File: src/rtl/segscr_pkg.sv
package segscr_pkg;
  localparam int BYTE_W  = 8;
  localparam int NUM_BUF = 8;
  localparam int NUM_DIG = 4;
  localparam int ADDR_W  = 4;
  localparam int OFF_W   = $clog2(NUM_BUF);

  localparam logic [ADDR_W-1:0] A_MASK = 4'd8;
  localparam logic [ADDR_W-1:0] A_RATE = 4'd9;
  localparam logic [ADDR_W-1:0] A_CTRL = 4'd10;
  localparam logic [ADDR_W-1:0] A_STAT = 4'd11;

  typedef struct packed {
    logic              vld;
    logic [ADDR_W-1:0] addr;
    logic [BYTE_W-1:0] data;
  } wr_cmd_t;
endpackage

File: src/rtl/segscr_cmd_dec.sv
module segscr_cmd_dec
  import segscr_pkg::*;
(
  input  logic              clk,
  input  logic              rst,
  input  logic              sel_n,
  input  logic              rx_valid,
  input  logic [BYTE_W-1:0] rx_byte,
  output wr_cmd_t           wr_o,
  output logic              rd_vld_o,
  output logic [ADDR_W-1:0] rd_addr_o
);
  logic              data_ph;
  logic              op_wr;
  logic [ADDR_W-1:0] op_addr;

  always_ff @(posedge clk) begin
    if (rst) begin
      data_ph   <= 1'b0;
      op_wr     <= 1'b0;
      op_addr   <= '0;
      wr_o      <= '0;
      rd_vld_o  <= 1'b0;
      rd_addr_o <= '0;
    end else begin
      wr_o.vld <= 1'b0;
      rd_vld_o <= 1'b0;
      if (sel_n) begin
        data_ph <= 1'b0;
      end else if (rx_valid) begin
        if (!data_ph) begin
          data_ph   <= 1'b1;
          op_wr     <= rx_byte[BYTE_W-1];
          op_addr   <= rx_byte[ADDR_W-1:0];
          rd_vld_o  <= ~rx_byte[BYTE_W-1];
          rd_addr_o <= rx_byte[ADDR_W-1:0];
        end else begin
          data_ph   <= 1'b0;
          wr_o.vld  <= op_wr;
          wr_o.addr <= op_addr;
          wr_o.data <= rx_byte;
        end
      end
    end
  end

  // a deselected cycle leaves the decoder in opcode phase
  a_r4_sel_resets_phase: assert property (@(posedge clk) disable iff (rst)
    sel_n |=> !data_ph);
  // a write strobe only follows an accepted byte
  a_r2_write_after_byte: assert property (@(posedge clk) disable iff (rst)
    $rose(wr_o.vld) |-> $past(rx_valid && !sel_n));
  // a read request only follows an accepted byte
  a_r3_read_after_byte: assert property (@(posedge clk) disable iff (rst)
    rd_vld_o |-> $past(rx_valid && !sel_n));
endmodule

File: src/rtl/segscr_scroll.sv
module segscr_scroll
  import segscr_pkg::*;
#(
  parameter int STEP_TICKS = 4
) (
  input  logic             clk,
  input  logic             rst,
  input  logic             tick,
  input  logic             motion_en,
  output logic [OFF_W-1:0] off_o,
  output logic             roll_o
);
  localparam int CNT_W = (STEP_TICKS > 1) ? $clog2(STEP_TICKS) : 1;
  localparam logic [CNT_W-1:0] CNT_LAST = CNT_W'(STEP_TICKS - 1);
  localparam logic [OFF_W-1:0] OFF_LAST = OFF_W'(NUM_BUF - 1);

  logic [CNT_W-1:0] cnt;

  always_ff @(posedge clk) begin
    if (rst) begin
      cnt    <= '0;
      off_o  <= '0;
      roll_o <= 1'b0;
    end else begin
      roll_o <= 1'b0;
      if (!motion_en) begin
        cnt <= '0;
      end else if (tick) begin
        if (cnt == CNT_LAST) begin
          cnt    <= '0;
          off_o  <= off_o + 1'b1;
          roll_o <= (off_o == OFF_LAST);
        end else begin
          cnt <= cnt + 1'b1;
        end
      end
    end
  end

  // the offset only moves on a tick while motion is on
  a_r8_move_needs_tick: assert property (@(posedge clk) disable iff (rst)
    (off_o != $past(off_o)) |-> $past(tick && motion_en));
  // the offset moves by exactly one position
  a_r8_step_of_one: assert property (@(posedge clk) disable iff (rst)
    (off_o != $past(off_o)) |-> (off_o == $past(off_o) + 1'b1));
  // a rollover pulse coincides with the wrap to zero
  a_r9_roll_at_zero: assert property (@(posedge clk) disable iff (rst)
    roll_o |-> (off_o == '0));
endmodule

File: src/rtl/segscr_regs.sv
module segscr_regs
  import segscr_pkg::*;
(
  input  logic                      clk,
  input  logic                      rst,
  input  wr_cmd_t                   wr_i,
  input  logic                      roll_i,
  output logic [NUM_BUF*BYTE_W-1:0] bufs_o,
  output logic [BYTE_W-1:0]         mask_o,
  output logic [BYTE_W-1:0]         rate_o,
  output logic [1:0]                ctrl_o,
  output logic                      stat_o
);
  for (genvar b = 0; b < NUM_BUF; b++) begin : g_buf
    always_ff @(posedge clk) begin
      if (rst)
        bufs_o[b*BYTE_W +: BYTE_W] <= '0;
      else if (wr_i.vld && wr_i.addr == ADDR_W'(b))
        bufs_o[b*BYTE_W +: BYTE_W] <= wr_i.data;
    end
  end

  always_ff @(posedge clk) begin
    if (rst) begin
      mask_o <= '0;
      rate_o <= '0;
      ctrl_o <= '0;
      stat_o <= 1'b0;
    end else begin
      if (wr_i.vld) begin
        unique case (wr_i.addr)
          A_MASK:  mask_o <= wr_i.data;
          A_RATE:  rate_o <= wr_i.data;
          A_CTRL:  ctrl_o <= wr_i.data[1:0];
          default: ;
        endcase
      end
      if (roll_i)
        stat_o <= 1'b1;
      else if (wr_i.vld && wr_i.addr == A_STAT && wr_i.data[0])
        stat_o <= 1'b0;
    end
  end

  // pending only rises after a rollover
  a_r9_stat_from_roll: assert property (@(posedge clk) disable iff (rst)
    $rose(stat_o) |-> $past(roll_i));
  // pending only falls after a clear write
  a_r10_clear_by_write: assert property (@(posedge clk) disable iff (rst)
    $fell(stat_o) |-> $past(wr_i.vld && wr_i.addr == A_STAT && wr_i.data[0]));
endmodule

File: src/rtl/segscr_top.sv
module segscr_top
  import segscr_pkg::*;
#(
  parameter int STEP_TICKS = 4
) (
  input  logic                      clk,
  input  logic                      rst,
  input  logic                      sel_n,
  input  logic                      rx_valid,
  input  logic [BYTE_W-1:0]         rx_byte,
  input  logic                      refresh_tick,
  output logic [NUM_DIG*BYTE_W-1:0] digits,
  output logic [BYTE_W-1:0]         digit_en,
  output logic [BYTE_W-1:0]         refresh_val,
  output logic                      irq,
  output logic [BYTE_W-1:0]         rd_byte
);
  wr_cmd_t                   wr_cmd;
  logic                      rd_vld;
  logic [ADDR_W-1:0]         rd_addr;
  logic [NUM_BUF*BYTE_W-1:0] bufs;
  logic [1:0]                ctrl;
  logic                      stat;
  logic [OFF_W-1:0]          off;
  logic                      roll;

  segscr_cmd_dec u_dec (
    .clk(clk), .rst(rst), .sel_n(sel_n), .rx_valid(rx_valid), .rx_byte(rx_byte),
    .wr_o(wr_cmd), .rd_vld_o(rd_vld), .rd_addr_o(rd_addr)
  );

  segscr_regs u_regs (
    .clk(clk), .rst(rst), .wr_i(wr_cmd), .roll_i(roll), .bufs_o(bufs),
    .mask_o(digit_en), .rate_o(refresh_val), .ctrl_o(ctrl), .stat_o(stat)
  );

  segscr_scroll #(.STEP_TICKS(STEP_TICKS)) u_scroll (
    .clk(clk), .rst(rst), .tick(refresh_tick), .motion_en(ctrl[0]),
    .off_o(off), .roll_o(roll)
  );

  for (genvar d = 0; d < NUM_DIG; d++) begin : g_dig
    logic [OFF_W-1:0] idx;
    assign idx = off + OFF_W'(d);
    always_ff @(posedge clk) begin
      if (rst) digits[d*BYTE_W +: BYTE_W] <= '0;
      else     digits[d*BYTE_W +: BYTE_W] <= bufs[idx*BYTE_W +: BYTE_W];
    end
  end

  always_ff @(posedge clk) begin
    if (rst) begin
      rd_byte <= '0;
      irq     <= 1'b0;
    end else begin
      irq <= stat & ctrl[1];
      if (rd_vld) begin
        if (rd_addr < ADDR_W'(NUM_BUF)) begin
          rd_byte <= bufs[rd_addr[OFF_W-1:0]*BYTE_W +: BYTE_W];
        end else begin
          unique case (rd_addr)
            A_MASK:  rd_byte <= digit_en;
            A_RATE:  rd_byte <= refresh_val;
            A_CTRL:  rd_byte <= {{(BYTE_W-2){1'b0}}, ctrl};
            A_STAT:  rd_byte <= {{(BYTE_W-1){1'b0}}, stat};
            default: rd_byte <= '0;
          endcase
        end
      end
    end
  end

  // the interrupt follows pending and enable by one edge
  a_r9_irq_source: assert property (@(posedge clk) disable iff (rst)
    irq |-> $past(stat && ctrl[1]));
  // the read byte only changes after a read request
  a_r3_rd_stable: assert property (@(posedge clk) disable iff (rst)
    !$past(rd_vld) |-> $stable(rd_byte));
endmodule

File: config.mk
export PLATFORM = sky130hd
export DESIGN_NAME = segscr_top
export DESIGN_NICKNAME = d
export VERILOG_FILES = /design/src/rtl/segscr_pkg.sv /design/src/rtl/segscr_cmd_dec.sv /design/src/rtl/segscr_scroll.sv /design/src/rtl/segscr_regs.sv /design/src/rtl/segscr_top.sv
export SDC_FILE = /design/constraint.sdc
export NUM_CORES = 1
export LEC_CHECK = 0
export BUFFER_PORTS_ARGS = -buffer_cell sky130_fd_sc_hd__buf_2
export CAP_MARGIN = 20
export CORE_MARGIN = 1.5
export CORE_UTILIZATION = 60
export CTS_BUF_LIST = sky130_fd_sc_hd__clkbuf_16
export CTS_CLUSTER_SIZE = 8
export DETAILED_ROUTE_END_ITERATION = 7
export PLACE_DENSITY = 0.8
export SETUP_SLACK_MARGIN = 0.5
export SYNTH_ARGS = -nofsm -noshare
export SYNTH_HDL_FRONTEND = slang
export SYNTH_SLANG_ARGS = --single-unit
File: constraint.sdc
create_clock -name clk -period 2.5 [get_ports clk]
set_input_delay 0.375 -clock clk [delete_from_list [all_inputs] [get_ports clk]]
set_output_delay 0.375 -clock clk [all_outputs]
set_load 0.01 [all_outputs]
==> results.ini, run 1 <==
[outcome]
status=complete, no violations

[clock_tree]
insertion_delay_ns=0.44
clkTransAtPathRegs_ns=0.06
numCtsBuffers=17
htreeDepth=4
root_buffer=clkbuf_16
cts_sinks=150
cts_tree=built
hold_buffers=0
clockBufferDepth=2

[drt]
drt-vias-per-instance=6.28
drc=0
drt_wl_total_um=19500
first_pass_iters=6
drt-wirelength-per-cell_um=19.8
drtIter0Drc=638
ant_nets=0
vias=6178

[layout]
area_growth_pct=12.7
drive_above_1_share_pct=19.5
final_nets=820
antenna_cells=0
fin_cells=984
fillerInstances=930

[placed_design]
globalplace.congestion=0.935
place_hpwl_um=13500
placed_cells=952
io_buffers=69

[run]
cap_violations=0

[global_route]
grt-ovfl-total=0
grt_antenna_before_repair=0
grt_start_max_net_pins=52
use_met3_pct=7.53
grt-busiest-layer=met2
grt_usage_pct=31.0
grt_pass1_vias=6081
grt_use_met2_pct=49.3
grtUsageMet1_pct=41.4
grt_pass1_wl_um=31600

[setup_path]
endpoint_kind=register
setup.worst_path.end=digits[28]
crit_fanout=12
regToRegSetupSlack_ns=0.58
cp.arrival_ns=2.19
startpoint=u_scroll.off_o[0]
critical_path_class=reg -> reg
r2r.worst_path.cells=6
r2r_start=u_scroll.off_o[0]
r2r-end=digits[28]
required_ns=2.78
start_kind=register

[sta]
fin_setup_tns_ns=0
hold_violations=0
drv_slew=0
worst_pin_slew_ns=0.669
slew_headroom_pct=55.2
finalSetupViolCount=0
rsz0062_at_grt=false
skew_ns=0.00584
max_freq_ghz=0.522
finalCritPeriodShare_pct=76.6
fin_crit_ns=1.92

[logic_synthesis]
synth_area_um2=7620
ys_seq_area_share_pct=39.4
yosysTopAreaCellShare_pct=39.4
async_reset_ff_share_pct=0
synth-seq-cells=150
postSynthCellCount=761
synthTopCellsByArea=dfxtp_1, mux2i_1, mux4_2, mux4_1, nor2_1
synth_ff_type=dfxtp_1
ys_warn_count=0
yosysUniqueCellTypes=48
syn_avg_cell_area_um2=10.0
synth_edf_count=0
syn_nets=778
yosysTopAreaCell=dfxtp_1

[power]
fin_total_pwr_uw=5250
leakage_uw=0.00346
power_density_nw_per_um2=611
ir_drop_mv=0.457

[floorplan]
initial_utilization_pct=62.4
placementRows=40
core_um2=12200
die_w_um=116
ios=70
fp.dieArea_um2=13400
die_y_um=116

[worst_hold_path]
hold_class=in -> reg
min_from=rx_byte[7]

[cells in the final DEF (no fill, tap or decap), types with 4 or more instances in the layout]
cell type	n
dfxtp_1	148
mux2i_1	131
nor2_1	90
nand2_1	88
buf_2	68
a21oi_1	59
mux4_2	26
o21ai_0	26
buf_4	19
nand3_1	18
clkbuf_16	17
mux4_1	16
a22oi_1	14
o221ai_1	8
nand3b_1	7
o21bai_1	7
a31oi_1	7
inv_1	6
bufinv_16	4
[worst max-delay path, cell delays in order, from the launching register on]
cell      delay, ns
dfxtp_2        0.34
inv_1          0.06
ha_1           0.29
xnor2_4        0.45
mux4_2         0.39
nand2_1        0.09
o221ai_1       0.14
[what timing repair did]
| item | CTS | global route |
|---|---|---|
| setup buffers | 0 | 0 |
| pin swaps | 0 | 0 |
| resized for setup | 2 | 2 |
| setup endpoints to repair | 17 | 7 |
[cells in the mapped netlist, types with 3 or more instances]
library cell    n
nor3b_1         3
or3_1           3
clkbuf_8        3
mux2i_1       131
buf_4           3
buf_2          17
nand3_1        18
inv_1           5
a31oi_1         7
ha_1            4
o221ai_1        8
nor2_1         90
a21oi_1        59
nand2_1        88
buf_6           4
o311ai_0        3
dfxtp_1       150
o21ai_0        26
mux2_2          3
nor2b_1         3
a22oi_1        14
o21bai_1        7
nand2b_1        3
mux4_2         26
buf_1           3
clkbuf_1       33
nand3b_1        7
mux4_1         16
[cell families after synthesis]
family / Yosys count / synth area share, %
compound gates: 127 / 9.80
xor+xnor: 4 / 0.657
fa+ha+maj: 4 / 0.657
buf+inv: 72 / 5.40
flops: 150 / 39.4
mux: 176 / 30.9
simple gates: 228 / 13.2
[power by group]
| part | internal [µW] | switching (µW) | leakage [µW] |
|---|---|---|---|
| Sequential | 2400 | 24.6 | 0.00121 |
| Clock | 1650 | 1010 | 0.000295 |
| Combinational | 58.7 | 100 | 0.00196 |
| Total | 4110 | 1130 | 0.00346 |
[how the worst min path moves through the flow]
| stage | to | slack, ns | cells after the start |
|---|---|---|---|
| after floorplan | u_regs.stat_o | 0.41 | 2 |
| after global placement | u_regs.stat_o | 0.43 | 2 |
| after detailed placement | u_regs.stat_o | 0.44 | 2 |
| after CTS | u_dec.rd_vld_o | 0.12 | 2 |
| after global routing | u_dec.rd_vld_o | 0.14 | 2 |
| final | u_dec.rd_vld_o | 0.13 | 2 |
[per-stage QoR]
step	hold WS (ns)	instance area [µm²]	utilization [%]	worst slack, ns
finish	0.125	8590	70.3	0.584
global route	0.137	8590	70.3	0.527
CTS	0.118	8580	70.3	0.536
floorplan	0.411	7620	-	0.542
global placement	0.433	7960	65.2	0.578
detailed placement	0.439	7960	65.2	0.431
[area by class of cell]
class                   count  area, µm²  share of cell area, %
inverters                   5       18.8                  0.218
well taps                 168        210                   2.45
clock inverters            15        186                   2.17
flip-flops and latches    150       3010                   35.0
multi-input cells         539       4220                   49.1
clock buffers              17        425                   4.95
repair buffers             90        526                   6.12
[registers in the layout (all words and copies together), names as in the netlist, 2 cells and up]
name / count
u_regs.bufs_o: 64
digits: 32
u_dec.wr_o: 13
rd_byte: 8
u_regs.mask_o: 8
u_regs.rate_o: 8
u_dec.rd_addr_o: 4
u_scroll.off_o: 3
u_regs.ctrl_o: 2
u_scroll.cnt: 2
[per-layer routing]
metal / vias up / share of wire, %
met1: 2994 / 41
li1: 2831 / -
met5: - / 0
met2: 314 / 48
met4: 0 / 1.9
met3: 39 / 8.7
No activity file was read; power rests on OpenSTA's default activity.
==> inputs of run 2 (changes only) <==
--- a/config.mk
+++ b/config.mk
@@ -8,11 +8,11 @@
 export BUFFER_PORTS_ARGS = -buffer_cell sky130_fd_sc_hd__buf_2
 export CAP_MARGIN = 20
 export CORE_MARGIN = 1.5
-export CORE_UTILIZATION = 60
+export CORE_UTILIZATION = 54
 export CTS_BUF_LIST = sky130_fd_sc_hd__clkbuf_16
 export CTS_CLUSTER_SIZE = 8
 export DETAILED_ROUTE_END_ITERATION = 7
-export PLACE_DENSITY = 0.8
+export PLACE_DENSITY = 0.76
 export SETUP_SLACK_MARGIN = 0.5
 export SYNTH_ARGS = -nofsm -noshare
 export SYNTH_HDL_FRONTEND = slang
==> constraint.sdc (replaced) <==
create_clock -name clk -period 1.7 [get_ports clk]
set_input_delay 0.255 -clock clk [delete_from_list [all_inputs] [get_ports clk]]
set_output_delay 0.255 -clock clk [all_outputs]
set_load 0.01 [all_outputs]
==> run 2 against run 1 <==
Compared with the run above: sequential power rose by 47%; clock power rose by 38%; critical path type unchanged; cell area rose by 15%; setup slack got worse by 0.55 ns; register-to-register slack got worse by 0.55 ns; sequential cell count did not move; maximum frequency rose by 15%; critical endpoint is now digits[13]; sequential share of layout area fell by 4.2 points.
==> results.ini, run 2 (synthesis results as in run 1) <==
[power]
leakage_uw=0.00400
ir_drop_mv=0.725
power_density_nw_per_um2=760

[placed_design]
globalplace.congestion=0.878
place_hpwl_um=14100
io_buffers=69

[clock_tree]
root_buffer=clkbuf_16
hold_buffers=0
numCtsBuffers=17
cts_tree=built
clkTransAtPathRegs_ns=0.06
htreeDepth=4
clockBufferDepth=2
insertion_delay_ns=0.43
cts_sinks=150

[floorplan]
die_y_um=122
core_um2=13800
fp.dieArea_um2=14800
placementRows=43
ios=70
die_w_um=122
initial_utilization_pct=55.1

[global_route]
grt_usage_pct=30.0
grtUsageMet1_pct=37.6
grt_antenna_before_repair=0
grt_pass1_wl_um=34000
grt-ovfl-total=0
use_met3_pct=7.35
grt_use_met2_pct=48.7
grt_pass1_vias=6435
grt_start_max_net_pins=65
grt-busiest-layer=met2

[layout]
final_nets=871
fillerInstances=896
drive_above_1_share_pct=40.3
largest_register=u_regs.bufs_o
antenna_cells=0
biggestRegsByFlops=u_regs.bufs_o (64), digits (32), u_dec.wr_o (13)
largest_reg_flops=64
area_growth_pct=30.2
final_cell_mix=mux2i_1, dfxtp_1, nor2_1
fin_util_pct=71.7

[setup_path]
critPathSlowestCell=mux4_2
path_cells=inv_2 > ha_4 > buf_12 > mux4_2 > mux2i_2 > nor2_1
required_ns=2.01
worst_path_largest_cell_delay_ns=0.51
start_kind=register
crit_fanout=5
cp.arrival_ns=1.97
critical_path_class=reg -> reg
endpoint_kind=register

[sta]
rsz0062_at_grt=true
slew_headroom_pct=55.6
worst_pin_slew_ns=0.665
skew_ns=0.00780
drv_slew=0
finalCritPeriodShare_pct=98.1
hold_violations=0
finalSetupViolCount=0
fin_setup_tns_ns=0
max_freq_ghz=0.600
fin_crit_ns=1.67

[drt]
drc=0
vias=6731
drtIter0Drc=726
drt-wirelength-per-cell_um=22.3
drt_wl_total_um=23300
ant_nets=0
first_pass_iters=5
drt-vias-per-instance=6.43

[run]
cap_violations=0

[worst_hold_path]
hold_class=in -> reg

[outcome]
status=complete, no violations

-- run 2: cell type report --
class / instances / area [µm²] / share of cell area (%)
inverters: 5 / 22.5 / 0.227
repair buffers: 138 / 1210 / 12.2
flip-flops and latches: 150 / 3060 / 30.8
clock inverters: 14 / 145 / 1.46
multi-input cells: 542 / 4830 / 48.7
well taps: 180 / 225 / 2.27
clock buffers: 17 / 425 / 4.29
-- run 2: through the flow --
| step | std cells | total power (µW) | area [µm²] | hold slack, ns | setup WS, ns |
|---|---|---|---|---|---|
| after global placement | 986 | 3880 | 8280 | 0.448 | 0.0550 |
| final | 1046 | 7540 | 9920 | 0.0294 | 0.0321 |
| after floorplan | 761 | 3810 | 7870 | 0.331 | -0.0263 |
| after CTS | 1040 | 7510 | 9340 | 0.0213 | 0.0768 |
| after detailed placement | 986 | 3890 | 8280 | 0.462 | 0.00149 |
| after global routing | 1046 | 7720 | 9920 | 0.0249 | -0.0150 |
-- run 2: timing repair --
item	CTS	global route
cloned	6	2
pin swaps	31	53
buffers inserted	17	4
hold endpoints to repair	0	0
resized for setup	74	150
setup endpoints to repair	140	143
-- run 2: per-layer routing --
| metal | up-vias | wire [µm] |
|---|---|---|
| li1 | 2930 | - |
| met1 | 3259 | 8770 |
| met2 | 435 | 11300 |
| met3 | 107 | 2070 |
| met4 | 0 | 1180 |
| met5 | - | 0 |
-- run 2: path summary, 6_finish.rpt --
check,start,endpoint,slack (ns),depth (start not counted)
setup reg to reg,u_scroll.off_o[1],digits[13],0.03,6
setup / recovery,u_scroll.off_o[1],digits[13],0.03,6
hold / removal,rx_byte[7],u_dec.rd_vld_o,0.03,2
hold reg to reg,u_regs.stat_o,irq,0.47,2
-- run 2: where the power goes --
group | internal [µW] | total (µW) | switching [µW] | leakage (µW)
registers | 3530 | 3560 | 33.6 | 0.00123
logic | 122 | 302 | 181 | 0.00248
clock network | 2260 | 3680 | 1420 | 0.000291
-- run 2: critical path, delay by kind of cell (launching register included) --
kind | cells | cell delay, ns
adder cells (fa/ha/maj) | 1 | 0.29
buffers and inverters | 2 | 0.18
flip-flops | 1 | 0.33
multiplexers | 2 | 0.69
AND/OR/NAND/NOR | 1 | 0.06
